## src/rtl/slice_timer_pkg.sv

```systemverilog
package slice_timer_pkg;

    typedef struct packed {
        logic mach;
        logic sup;
        logic trap;
        logic swbusy;
    } run_mode_t;

    function automatic logic is_user(run_mode_t m);
        return !(m.mach || m.sup || m.trap || m.swbusy);
    endfunction

endpackage

```

## src/rtl/slice_run_gate.sv

```systemverilog
module slice_run_gate
    import slice_timer_pkg::*;
(
    input  run_mode_t mode_i,
    input  logic      bnd_i,
    output logic      tick_o,
    output logic      user_bnd_o
);

    always_comb begin
        tick_o     = is_user(mode_i);
        user_bnd_o = tick_o && bnd_i;
    end

endmodule

```

## src/rtl/slice_dur_reg.sv

```systemverilog
module slice_dur_reg #(
    parameter int CNT_W = 64
) (
    input  logic             clk_i,
    input  logic             rst_ni,
    input  logic             we_i,
    input  logic [CNT_W-1:0] wdata_i,
    output logic [CNT_W-1:0] dur_o,
    output logic             dur_nz_o
);

    typedef struct packed {
        logic [CNT_W-1:0] dur;
    } dur_state_t;

    dur_state_t st_d, st_q;

    always_comb begin
        st_d = st_q;
        if (we_i) begin
            st_d.dur = wdata_i;
        end
        dur_o    = st_q.dur;
        dur_nz_o = |st_q.dur;
    end

    always_ff @(posedge clk_i or negedge rst_ni) begin
        if (!rst_ni) begin
            st_q <= '0;
        end else begin
            st_q <= st_d;
        end
    end

endmodule

```

## src/rtl/slice_down_cnt.sv

```systemverilog
module slice_down_cnt #(
    parameter int CNT_W = 64
) (
    input  logic             clk_i,
    input  logic             rst_ni,
    input  logic             reload_i,
    input  logic [CNT_W-1:0] dur_i,
    input  logic             dur_nz_i,
    input  logic             tick_i,
    output logic             expired_o
);

    localparam logic [CNT_W-1:0] ONE = CNT_W'(1);

    typedef struct packed {
        logic [CNT_W-1:0] cnt;
        logic             armed;
        logic             expired;
    } cnt_state_t;

    cnt_state_t st_d, st_q;
    logic       counting;
    logic       last_tick;

    always_comb begin
        st_d      = st_q;
        counting  = !reload_i && tick_i && st_q.armed && !st_q.expired;
        last_tick = counting && (st_q.cnt == ONE);
        if (reload_i) begin
            st_d.cnt     = dur_i;
            st_d.armed   = dur_nz_i;
            st_d.expired = 1'b0;
        end else if (counting) begin
            st_d.cnt = st_q.cnt - ONE;
            if (last_tick) begin
                st_d.expired = 1'b1;
            end
        end
        expired_o = !reload_i && (st_q.expired || last_tick);
    end

    always_ff @(posedge clk_i or negedge rst_ni) begin
        if (!rst_ni) begin
            st_q <= '0;
        end else begin
            st_q <= st_d;
        end
    end

endmodule

```

## src/rtl/slice_preempt_latch.sv

```systemverilog
module slice_preempt_latch (
    input  logic clk_i,
    input  logic rst_ni,
    input  logic clear_i,
    input  logic set_i,
    output logic req_o
);

    typedef struct packed {
        logic req;
    } req_state_t;

    req_state_t st_d, st_q;

    always_comb begin
        st_d = st_q;
        if (clear_i) begin
            st_d.req = 1'b0;
        end else if (set_i) begin
            st_d.req = 1'b1;
        end
        req_o = st_q.req;
    end

    always_ff @(posedge clk_i or negedge rst_ni) begin
        if (!rst_ni) begin
            st_q <= '0;
        end else begin
            st_q <= st_d;
        end
    end

endmodule

```

## src/rtl/slice_timer.sv

```systemverilog
module slice_timer
    import slice_timer_pkg::*;
#(
    parameter int CNT_W = 64
) (
    input  logic             clk_i,
    input  logic             rst_ni,
    input  logic             dur_we_i,
    input  logic [CNT_W-1:0] dur_wdata_i,
    input  logic             mode_m_i,
    input  logic             mode_s_i,
    input  logic             in_trap_i,
    input  logic             sw_busy_i,
    input  logic             sw_done_i,
    input  logic             insn_boundary_i,
    output logic             preempt_o
);

    run_mode_t        mode;
    logic             tick;
    logic             user_bnd;
    logic [CNT_W-1:0] dur;
    logic             dur_nz;
    logic             expired;
    logic             set_req;

    always_comb begin
        mode.mach   = mode_m_i;
        mode.sup    = mode_s_i;
        mode.trap   = in_trap_i;
        mode.swbusy = sw_busy_i;
        set_req     = expired && user_bnd;
    end

    slice_run_gate u_gate (
        .mode_i     (mode),
        .bnd_i      (insn_boundary_i),
        .tick_o     (tick),
        .user_bnd_o (user_bnd)
    );

    slice_dur_reg #(.CNT_W(CNT_W)) u_dur (
        .clk_i    (clk_i),
        .rst_ni   (rst_ni),
        .we_i     (dur_we_i),
        .wdata_i  (dur_wdata_i),
        .dur_o    (dur),
        .dur_nz_o (dur_nz)
    );

    slice_down_cnt #(.CNT_W(CNT_W)) u_cnt (
        .clk_i     (clk_i),
        .rst_ni    (rst_ni),
        .reload_i  (sw_done_i),
        .dur_i     (dur),
        .dur_nz_i  (dur_nz),
        .tick_i    (tick),
        .expired_o (expired)
    );

    slice_preempt_latch u_req (
        .clk_i   (clk_i),
        .rst_ni  (rst_ni),
        .clear_i (sw_done_i),
        .set_i   (set_req),
        .req_o   (preempt_o)
    );

endmodule

```

## config.mk

```make
export PLATFORM = sky130hd
export DESIGN_NAME = slice_timer
export DESIGN_NICKNAME = d
export VERILOG_FILES = /design/src/rtl/slice_timer_pkg.sv /design/src/rtl/slice_run_gate.sv /design/src/rtl/slice_dur_reg.sv /design/src/rtl/slice_down_cnt.sv /design/src/rtl/slice_preempt_latch.sv /design/src/rtl/slice_timer.sv
export SDC_FILE = /design/constraint.sdc
export NUM_CORES = 1
export LEC_CHECK = 0
export ABC_AREA = 1
export ABC_CLOCK_PERIOD_IN_PS = 2100
export BUFFER_PORTS_ARGS = -buffer_cell sky130_fd_sc_hd__buf_2
export CAP_MARGIN = 20
export CORE_MARGIN = 1.5
export CORE_UTILIZATION = 55
export CTS_CLUSTER_SIZE = 16
export DETAILED_ROUTE_END_ITERATION = 10
export PLACE_DENSITY = 0.75
export SETUP_SLACK_MARGIN = 0.4
export SLEW_MARGIN = 10
export SYNTH_ARGS = -nofsm -noshare
export SYNTH_HDL_FRONTEND = slang
export SYNTH_SLANG_ARGS = --single-unit
```

## constraint.sdc

```tcl
create_clock -name clk_i -period 2.1 [get_ports clk_i]
set_input_delay 0.105 -clock clk_i [delete_from_list [all_inputs] [get_ports clk_i]]
set_output_delay 0.105 -clock clk_i [all_outputs]
set_load 0.01 [all_outputs]
```

; ---- Yosys cells after proc, flatten, opt, wreduce, memory -nomap -nowiden
; Index checks and enable logic that the tools add are counted.
[totals]
rom_bits = 0
mem_bits_rw = 0
latch_bits = 0
input_bits = 73
register_bits = 131
mem_count = 0
output_inout_bits = 1
[classes]
reduce_logical = 19
muxes = 7
mul = 0
div_mod_pow = 0
n_bitwise = 0
n_shift = 0
order_cmp = 0
addsub = 1
eq_ne = 1
[ops]
columns = operator, n
row1 = 2-to-1 mux 64 bit, 2
row2 = equality test 64 x 1 -> 1 bit (second input constant), 1
row3 = OR reduction 64 bit, 1
row4 = subtractor 64 x 1 -> 64 bit (second input constant), 1
row5 = logical AND 1 bit, 7
row6 = nonzero test 2 bit, 3
row7 = 2-to-1 mux 1 bit, 5
row8 = logical OR 1 bit, 4
row9 = logical NOT 1 bit, 3
row10 = AND reduction 2 bit, 1

; ---- Longest topological paths before layout
[logic_depth]
word_depth = 13
mapped_depth = 11

; ---- Cells and area by module
; From an unflattened synthesis, not the netlist that was laid out.
[hier_totals]
cells_unflattened = 1083
area_unflattened_um2 = 8159.1
[modules_own_cells]
columns = mod, cells_each, seq_area_each_um2, area_per_inst_um2, instances
row1 = slice_down_cnt, 871, 1651.6, 5333.9, 1
row2 = slice_dur_reg, 201, 1601.5, 2760.1, 1
row3 = slice_preempt_latch, 3, 25.0, 32.5, 1
row4 = slice_run_gate, 6, 0.0, 25.0, 1
row5 = slice_timer, 2, 0.0, 7.5, 1

; ---- Worst setup path after synthesis
; OpenSTA, ideal clock, no wires.
[synth_path]
path_type = register to register
start = reg u_cnt.st_q[2] in the netlist's numbering
end = reg u_cnt.st_q[62] in the netlist's numbering
t_arrival_ns = 1.492
required_ns = 1.983
setup_ns = 0.117
path_buffers = 0
path_stages_with_launch = 10
setup_slack_ns = 0.491
synth_period_minus_slack_ns = 1.609
path_cell_list = dfrtp_1 -> inv_1 -> ha_1 -> nand3_1 -> nor2_2 -> nand2_2 -> nor2_4 -> nand3_1 -> nand3_1 -> nand2_1
[synth_between]
elab_chain_len = 3
[synth_rtl]
columns = element, line
row1 = start: declaration, slice_down_cnt.sv:21  ; cnt_state_t st_d, st_q;
row2 = start signal: assignment, slice_down_cnt.sv:46  ; st_q <= st_d;
row3 = subtractor 64 x 1 -> 64 bit, slice_down_cnt.sv:34  ; st_d.cnt = st_q.cnt - ONE;
row4 = 2-to-1 mux 64 bit, slice_down_cnt.sv:33  ; end else if (counting) begin
row5 = 2-to-1 mux 64 bit, slice_down_cnt.sv:29  ; if (reload_i) begin
; Every way passes these cells. The select of a mux whose other input is x is not followed.
; A chain may end at the register's enable or synchronous reset.

; ---- Worst setup path in the final report
[layout_path]
start = reg u_cnt.st_q[7] in the netlist's numbering
end = reg u_cnt.st_q[65] in the netlist's numbering
; The elaborated chain is that of the path after synthesis.

==> flow_summary.toml <==
[routing]
wire_per_inst_microns = 15.8
antenna_left = 0
drtIter0Drc = 694
wirelength_microns = 23000
vias = 7718
vias_per_cell = 5.32
post-route-drc-count = 0
dr.pass1.iters = 5

[final_layout]
drive_gt1_frac = 0.182
fin_util = 0.736
stdcell_count = 1452
nFillCells = 1059
area_growth_pct = 29.0
diodes = 0
nets = 1339
finalInstanceArea_sq_um = 9870
seq_area_sq_um = 3290
multi_input_area_sq_um = 3890

[critical_path]
critPathKind = "flop to flop"
end_kind = "flop"
cpMaxStageDelayCell = "dfrtp_2"
cp_num_buf_inv = 0
worstPathRequired_ns = 2.41
critPathLaunchType = "flop"
cpPeakStageDelay_ns = 0.46
rr_worst_depth = 8
cp_max_fo = 5
crit_top_cell = "nor2_4"
worst-path-stages = 8
crit_chain = "nor2_4 -> nand2_2 -> nor2_4 -> nand2_4 -> nor2_4 -> nand3_1 -> nand3_1 -> nand2_1"
critPathTopFamily = "simple AND/OR/NAND/NOR gates"
critPathArrivalTime_ns = 1.99

[floorplan]
io_pins = 74
dieArea_sq_um = 14600
die_x_microns = 121
placementRows = 42
die_y_microns = 121
core-area_sq_um = 13400
start_util = 0.571

[timing]
finalCritPeriodShare = 0.804
grt_setup_unrepaired = "yes"
drv_slew = 0
hold_violations = 0
clock_skew_ns = 0.00897
slew_headroom = 0.588
tightest_slew_ns = 0.618
period_minus_slack_ns = 1.69
max_freq_mhz = 593
setup_viol = 0
fin_tns_setup_ns = 0

[place]
routabilityCongestion = 0.989
portBuffers = 73
dp.cells = 1344
dp_hpwl_microns = 15700
placed_area_sq_um = 8230

[yosys]
synth_nets = 1188
avgSynthCellArea_sq_um = 6.88
yosysWarnings = 0
netlist_top_cells_area = "dfrtp_1, nand2_1, inv_1"
synth.cell_area_sq_um = 7650
synth_ff_type = "dfrtp_1"
postSynthCellCount = 1113
synth_most_common_cell = "nand2_1"
async_flop_share = 1.00
synth_edf_count = 0
yosys.area.top_type = "dfrtp_1"
synth_top_cell_area_share = 0.428
ys_types = 33
ys_top_cells_by_count = "nand2_1, inv_1, nor2_1"
ys_seq_area_frac = 0.428
ys_seq_elements = 131

[global_route]
track_usage = 0.331
antenna_found_initial = 0
grt_pass1_vias = 7453
grt-ovfl-total = 0
grt_max_degree = 65
grt_pass1_wl_microns = 37200

[cts]
cts_max_path_buffers = 2
clock-sinks = 131
root_buffer = "clkbuf_16"
cts_tree = "built"
numCtsBuffers = 17
htreeDepth = 4
path_clk_slew_ns = 0.05
worstSkewPairLatency_ns = 0.42

[pwr]
power_density_nw_per_um2 = 745
max-vdd-ir-drop_v = 0.000616
total_power_uw = 7350
leakagePower_uw = 0.00464

[run_status]
status = "finished clean"

[job]
max-cap-violations = 0

[min_path]
hp-class = "primary input to flop"
whs_path_depth = 6
==> routing by layer <==
layer	routed length, microns	global-route usage	share of wire	vias up
met4	619	0.121	0.027	0
met3	1670	0.0658	0.073	44
met1	10200	0.444	0.45	3556
met2	10500	0.532	0.46	329
met5	0	0	0	-
li1	-	-	-	3789
==> layout by cell type, fill, tap and decap left out, drive strengths merged <==
cell	count
o21bai	9
nand2	360
dlygate4sd3	67
o22ai	30
o221ai	4
o211ai	10
nand4	17
nand3b	1
nand3	77
nor2	170
and2	1
clkinv	4
ha	2
clkbuf	22
clkinvlp	3
nor3	2
a22oi	1
bufinv	2
xnor2	8
xor2	11
o21ai	81
buf	96
dfrtp	131
a21oi	3
inv	163
a21boi	1
==> power by group <==
part / switching [uW] / internal (uW)
sequential: 269 / 2790
combinational: 849 / 547
clock: 1100 / 1800
total: 2220 / 5130
==> through the flow <==
step / hold slack (ns) / worst slack, ns
detailed placement: 0.129 / 0.173
global route: 0.0817 / 0.294
finish: 0.0436 / 0.413
CTS: 0.0333 / 0.360
floorplan: -0.191 / 0.491
global placement: 0.134 / 0.214
==> layout make-up <==
type / count / share of cell area
Timing Repair Buffer: 163 / 0.129
Multi-Input combinational cell: 788 / 0.395
Sequential cell: 131 / 0.333
Inverter: 163 / 0.0625
Clock inverter: 9 / 0.0108
Clock buffer: 22 / 0.0470
Tap cell: 176 / 0.0223
==> flip-flops by register name (all words and copies together) (netlist names) <==
signal / count
u_cnt.st_q: 66
u_dur.dur_o: 64
u_req.req_o: 1
==> kinds of logic after synthesis <==
logic type / count (synthesis) / synth area share
xor gates and xnor gates: 19 / 0.0217
AOI/OAI and AO/OA: 139 / 0.105
DFF: 131 / 0.428
adders and majority gates: 2 / 0.00327
buffers and inverters: 194 / 0.0996
and+or+nand+nor: 628 / 0.342
==> worst paths after layout <==
check,to,slack (ns),from
worst max-delay path,u_cnt.st_q[65],0.41,u_cnt.st_q[7]
worst min-delay path,u_req.req_o,0.04,mode_s_i
worst max register to register,u_cnt.st_q[65],0.41,u_cnt.st_q[7]
worst min register to register,u_req.req_o,0.48,u_req.req_o
max in group asynchronous,u_cnt.st_q[16],1.04,rst_ni
min in group asynchronous,u_req.req_o,0.21,rst_ni
==> worst min-delay path, delay by kind of cell <==
family        cells  cell delay [ns]
simple gates      5             0.24
buf+inv           1             0.07
==> timing repair <==
action,CTS,global route
pin swaps,5,18
setup endpoints to repair,36,52
gates resized for setup,23,76
hold buffers,67,0
setup buffers,2,8
hold endpoints to repair,102,0
Power figures use the tool's default switching activity.
